--- src/rtl/cuw_pkg.sv ---
package cuw_pkg;
  localparam int DATA_W  = 32;
  localparam int CNT_W   = 15;
  localparam int LIM_LSB = 16;
  localparam int EN_BIT  = 31;
endpackage

--- src/rtl/cuw_tick_gen.sv ---
module cuw_tick_gen #(
  parameter int TICK_DIV = 1250000
) (
  input  logic clk,
  input  logic rst_n,
  output logic tick
);
  localparam int PS_W = (TICK_DIV > 1) ? $clog2(TICK_DIV) : 1;
  localparam logic [PS_W-1:0] LAST = PS_W'(TICK_DIV - 1);

  logic [PS_W-1:0] ps_q, ps_d;

  always_comb begin
    if (ps_q == LAST) ps_d = '0;
    else              ps_d = ps_q + 1'b1;
  end

  always_ff @(posedge clk or negedge rst_n) begin
    if (!rst_n) ps_q <= '0;
    else        ps_q <= ps_d;
  end

  assign tick = (ps_q == LAST);
endmodule

--- src/rtl/cuw_channel.sv ---
module cuw_channel #(
  parameter int CNT_W   = 15,
  parameter bit HAS_RST = 1'b1
) (
  input  logic             clk,
  input  logic             rst_n,
  input  logic             tick,
  input  logic             wr_en,
  input  logic [CNT_W-1:0] wr_limit,
  input  logic             wr_rst_en,
  output logic [CNT_W-1:0] count_o,
  output logic [CNT_W-1:0] limit_o,
  output logic             rst_en_o,
  output logic             hit_o
);
  logic [CNT_W-1:0] count_q, count_d;
  logic [CNT_W-1:0] limit_q;
  logic             hit;
  logic             cnt_ce;

  assign hit    = (count_q == limit_q);
  assign cnt_ce = wr_en | (tick & ~hit);

  always_comb begin
    if (wr_en) count_d = '0;
    else       count_d = count_q + 1'b1;
  end

  always_ff @(posedge clk or negedge rst_n) begin
    if (!rst_n)      count_q <= '0;
    else if (cnt_ce) count_q <= count_d;
  end

  always_ff @(posedge clk or negedge rst_n) begin
    if (!rst_n)     limit_q <= '1;
    else if (wr_en) limit_q <= wr_limit;
  end

  generate
    if (HAS_RST) begin : g_rst_en
      logic en_q;
      always_ff @(posedge clk or negedge rst_n) begin
        if (!rst_n)     en_q <= 1'b0;
        else if (wr_en) en_q <= wr_rst_en;
      end
      assign rst_en_o = en_q;
    end else begin : g_no_rst_en
      logic unused_en;
      assign unused_en = wr_rst_en;
      assign rst_en_o  = 1'b0;
    end
  endgenerate

  assign count_o = count_q;
  assign limit_o = limit_q;
  assign hit_o   = hit;
endmodule

--- src/rtl/cuw_top.sv ---
module cuw_top #(
  parameter int TICK_DIV = 1250000,
  parameter int NUM_CH   = 2,
  parameter int ADDR_W   = 1
) (
  input  logic                      clk,
  input  logic                      rst_n,
  input  logic [ADDR_W-1:0]         bus_addr,
  input  logic                      bus_wr,
  input  logic                      bus_rd,
  input  logic [cuw_pkg::DATA_W-1:0] bus_wdata,
  output logic [cuw_pkg::DATA_W-1:0] bus_rdata,
  input  logic [NUM_CH-1:0]         exp_mask,
  output logic [NUM_CH-1:0]         expired,
  output logic                      reset_req
);
  import cuw_pkg::*;

  logic                           tick;
  logic [NUM_CH-1:0][CNT_W-1:0]   cnt_a;
  logic [NUM_CH-1:0][CNT_W-1:0]   lim_a;
  logic [NUM_CH-1:0]              en_a;
  logic [NUM_CH-1:0]              hit_a;
  logic [NUM_CH-1:0]              wr_sel;
  logic [DATA_W-1:0]              rdata_q, rdata_d;
  logic                           unused_wdata;

  assign unused_wdata = ^bus_wdata[LIM_LSB-1:0];

  cuw_tick_gen #(.TICK_DIV(TICK_DIV)) u_tick (
    .clk  (clk),
    .rst_n(rst_n),
    .tick (tick)
  );

  generate
    for (genvar i = 0; i < NUM_CH; i++) begin : g_ch
      assign wr_sel[i] = bus_wr && (bus_addr == ADDR_W'(i));
      cuw_channel #(.CNT_W(CNT_W), .HAS_RST(i == 0)) u_ch (
        .clk      (clk),
        .rst_n    (rst_n),
        .tick     (tick),
        .wr_en    (wr_sel[i]),
        .wr_limit (bus_wdata[LIM_LSB +: CNT_W]),
        .wr_rst_en(bus_wdata[EN_BIT]),
        .count_o  (cnt_a[i]),
        .limit_o  (lim_a[i]),
        .rst_en_o (en_a[i]),
        .hit_o    (hit_a[i])
      );
    end
  endgenerate

  always_comb begin
    rdata_d = '0;
    for (int i = 0; i < NUM_CH; i++) begin
      if (bus_addr == ADDR_W'(i)) begin
        rdata_d[CNT_W-1:0]          = cnt_a[i];
        rdata_d[LIM_LSB +: CNT_W]   = lim_a[i];
        rdata_d[EN_BIT]             = en_a[i];
      end
    end
  end

  always_ff @(posedge clk or negedge rst_n) begin
    if (!rst_n)      rdata_q <= '0;
    else if (bus_rd) rdata_q <= rdata_d;
  end

  assign bus_rdata = rdata_q;
  assign expired   = hit_a & ~exp_mask;
  assign reset_req = hit_a[0] & en_a[0];
endmodule

--- config.mk ---
export PLATFORM = sky130hd
export DESIGN_NAME = cuw_top
export DESIGN_NICKNAME = d
export VERILOG_FILES = /design/src/rtl/cuw_pkg.sv /design/src/rtl/cuw_tick_gen.sv /design/src/rtl/cuw_channel.sv /design/src/rtl/cuw_top.sv
export SDC_FILE = /design/constraint.sdc
export NUM_CORES = 1
export LEC_CHECK = 0
export BUFFER_PORTS_ARGS = -buffer_cell sky130_fd_sc_hd__buf_2
export CORE_ASPECT_RATIO = 1.75
export CORE_MARGIN = 1.5
export CORE_UTILIZATION = 50
export DETAILED_ROUTE_END_ITERATION = 10
export PLACE_DENSITY_LB_ADDON = 0.12
export SYNTH_ARGS = -nofsm -noshare
export SYNTH_HDL_FRONTEND = slang
export SYNTH_SLANG_ARGS = --single-unit
export TNS_END_PERCENT = 50
--- constraint.sdc ---
create_clock -name clk -period 2.2 [get_ports clk]
set_input_delay 0.44 -clock clk [delete_from_list [all_inputs] [get_ports clk]]
set_output_delay 0.44 -clock clk [all_outputs]
set_load 0.02 [all_outputs]
==> results.ini <==
[synth]
ys_types=40
yosys.area.top_type=dfrtp_1
synth-async-reset-ratio_pct=100
avgSynthCellArea_um2=9.48
ys_ff_latch=113
synth.net_count=630
syn_area_um2=5570
syn_inst=588
synth.area.top_cells=dfrtp_1 (37%), dfstp_2 (14%), nand2_1 (8.3%)
seq_area_frac_synth_pct=51.4
synth_top_area_share_pct=37.3
synth-edff-count=0
synth_warnings=0
synth_flop_cell=dfrtp_1

[worst_setup_path]
cp_top_family=simple AND/OR/NAND/NOR gates
critPathSlowestCell=dfstp_2
slowest_delay_ns=0.57
critPathLaunchType=flip-flop
worstPathBufferInverterCount=2
path_max_fanout=3
crit_chain=xor2_1 -> nor4_2 -> buf_4 -> nand2_4 -> or2_4 -> nor2_4 -> buf_6
crit_required_ns=1.76
r2r_slack_ns=0.06
critPathCaptureType=output port
cp.arrival_ns=2.10
worstSetupPathType=flip-flop to output port

[sta]
worst_pin_slew_ns=0.667
clock_skew_ns=0.00905
worst_slack_ns=-0.337
period_needed_ns=2.54
slew_headroom_pct=55.3
setup_viol=3
rsz0062_at_grt=true
final_hold_viol_count=0
drv_slew=0
fin_crit_sh_pct=115
max_freq_mhz=394

[hold_path]
holdCritPathClass=input pin to asynchronous set/reset pin

[cells_and_area]
n_fill_cell=878
final_cell_mix=nand2_1 (121), dfrtp_1 (82), buf_4 (56), buf_2 (52), nor2_1 (51)
n_antenna_cell=0
layout.nets=732
mostFrequentLayoutCell=nand2_1
drive_above_1_share_pct=28.7
area_growth_syn_to_layout_pct=27.6

[place]
routabilityCongestion=0.862
dp_hpwl_mm=10.5
pre_cts_slack_ns=-0.0492
port_buffers=56

[floorplanning]
rows=50
die_y_um=143
dieArea_um2=11800
io_pins=74
die_w_um=82.8
core_um2=10800
start_util_pct=51.8

[outcome]
violations=negative setup slack
status=complete, but fails checks

[route]
routedWlPerCell_um=17.8
num_vias=4610
routed_wirelength_mm=14.8
drt_first_iter_violations=255
drc=0
ant_nets=0
drt-vias-per-instance=5.53
drtPass1Iterations=5

[pwr]
total_power_mw=5.69
peakVddDrop_mv=0.687
p_leak_nw=3.44
p_per_area_nw_per_um2=801

[clocking]
cts.htree.levels=4
cts_buffers=17
cts.path.max_buffers=2
postCtsHoldBufs=0
cts_tree=done
insertion_delay_ns=0.41
path_clk_slew_ns=0.06
clock_tree.root_cell=clkbuf_16
cts_num_sinks=113

[run]
maxCapViolCount=0

[global_routing]
antenna_found_initial=0
grt-ovfl-total=0
grt_pass1_vias=4720
grt_first_pass_wirelength_mm=23.8
grt_usage_pct=27.4
grt_max_degree=114

==> final timing paths <==
check	startpoint	to	depth (start not counted)
max	g_ch[0].u_ch.limit_o[4]$_DFFE_PN1P_	expired[0]	7
min	rst_n	bus_rdata[7]$_DFFE_PN0P_	2
max reg2reg	g_ch[0].u_ch.limit_o[4]$_DFFE_PN1P_	g_ch[0].u_ch.count_o[6]$_DFFE_PN0P_	9
min reg2reg	g_ch[0].u_ch.limit_o[0]$_DFFE_PN1P_	g_ch[0].u_ch.limit_o[0]$_DFFE_PN1P_	2
max in group asynchronous	rst_n	u_tick.ps_q[6]$_DFF_PN0_	2
min in group clk	bus_wdata[31]	g_ch[0].u_ch.rst_en_o$_DFFE_PN0P_	3
==> cell type report <==
class / instances / area (um2) / area share [%]
Sequential cell: 113 / 2870 / 40.3
Inverter: 3 / 11.3 / 0.158
Tap cell: 130 / 163 / 2.29
Timing Repair Buffer: 116 / 806 / 11.3
Clock inverter: 13 / 128 / 1.80
Clock buffer: 19 / 464 / 6.53
Multi-Input combinational cell: 439 / 2670 / 37.6
==> through the flow <==
stage / cells / util [%] / TNS (ns) / hold WS, ns / area (um2)
after floorplan: 588 / - / 0 / 0.144 / 5570
after CTS: 832 / 65.1 / -0.946 / 0.119 / 7000
final: 833 / 66.0 / -0.820 / 0.0667 / 7110
after global placement: 798 / 59.1 / -0.126 / 0.459 / 6360
after global routing: 833 / 66.0 / -1.21 / 0.133 / 7110
after detailed placement: 798 / 59.1 / -0.0986 / 0.464 / 6360
==> state kept, by name (all words and copies together) (netlist names) <==
signal / cells
g_ch.u_ch.rst_en_o: 1
g_ch.u_ch.count_o: 30
bus_rdata: 31
u_tick.ps_q: 21
g_ch.u_ch.limit_o: 30
==> what timing repair did <==
action,CTS,global route
buffers inserted,2,1
setup endpoints to repair,4,9
pin swaps,8,8
gates resized for setup,11,20
==> synth_stat cells (all sizes together) (10+ instances only) <==
cell type / n
xor2: 37
nand2: 123
dfstp: 30
clkbuf: 25
o21ai: 10
nand3: 24
mux2i: 38
o211ai: 10
dfrtp: 83
xnor2: 14
nor2: 55
nand4: 13
a21oi: 41
==> logic make-up (layout without fill, tap and decap cells) <==
group | after synthesis | count (layout) | share of synthesized area (%)
flops | 113 | 113 | 51.4
mux | 38 | 38 | 6.83
buf+inv | 36 | 151 | 2.74
simple gates | 277 | 277 | 23.1
compound gates | 69 | 69 | 7.12
other cells | 1 | 1 | 0.0673
fa+ha+maj | 3 | 3 | 0.674
xor+xnor | 51 | 51 | 8.02
==> layer usage <==
| layer | wire, um | part of all wire (%) | vias to the layer above | track usage (%) |
|---|---|---|---|---|
| met5 | 0 | 0 | - | 0 |
| met4 | 354 | 2.4 | 0 | 11.1 |
| met3 | 501 | 3.4 | 22 | 5.69 |
| met2 | 8010 | 54 | 108 | 48.8 |
| met1 | 5970 | 40 | 2251 | 31.1 |
| li1 | - | - | 2229 | - |
==> power by group <==
group          internal, mW  switching (mW)
Sequential             2.27           0.123
Combinational         0.229           0.364
Clock                  1.66            1.04
Total                  4.16            1.53
(Power assumes the default switching activity.)
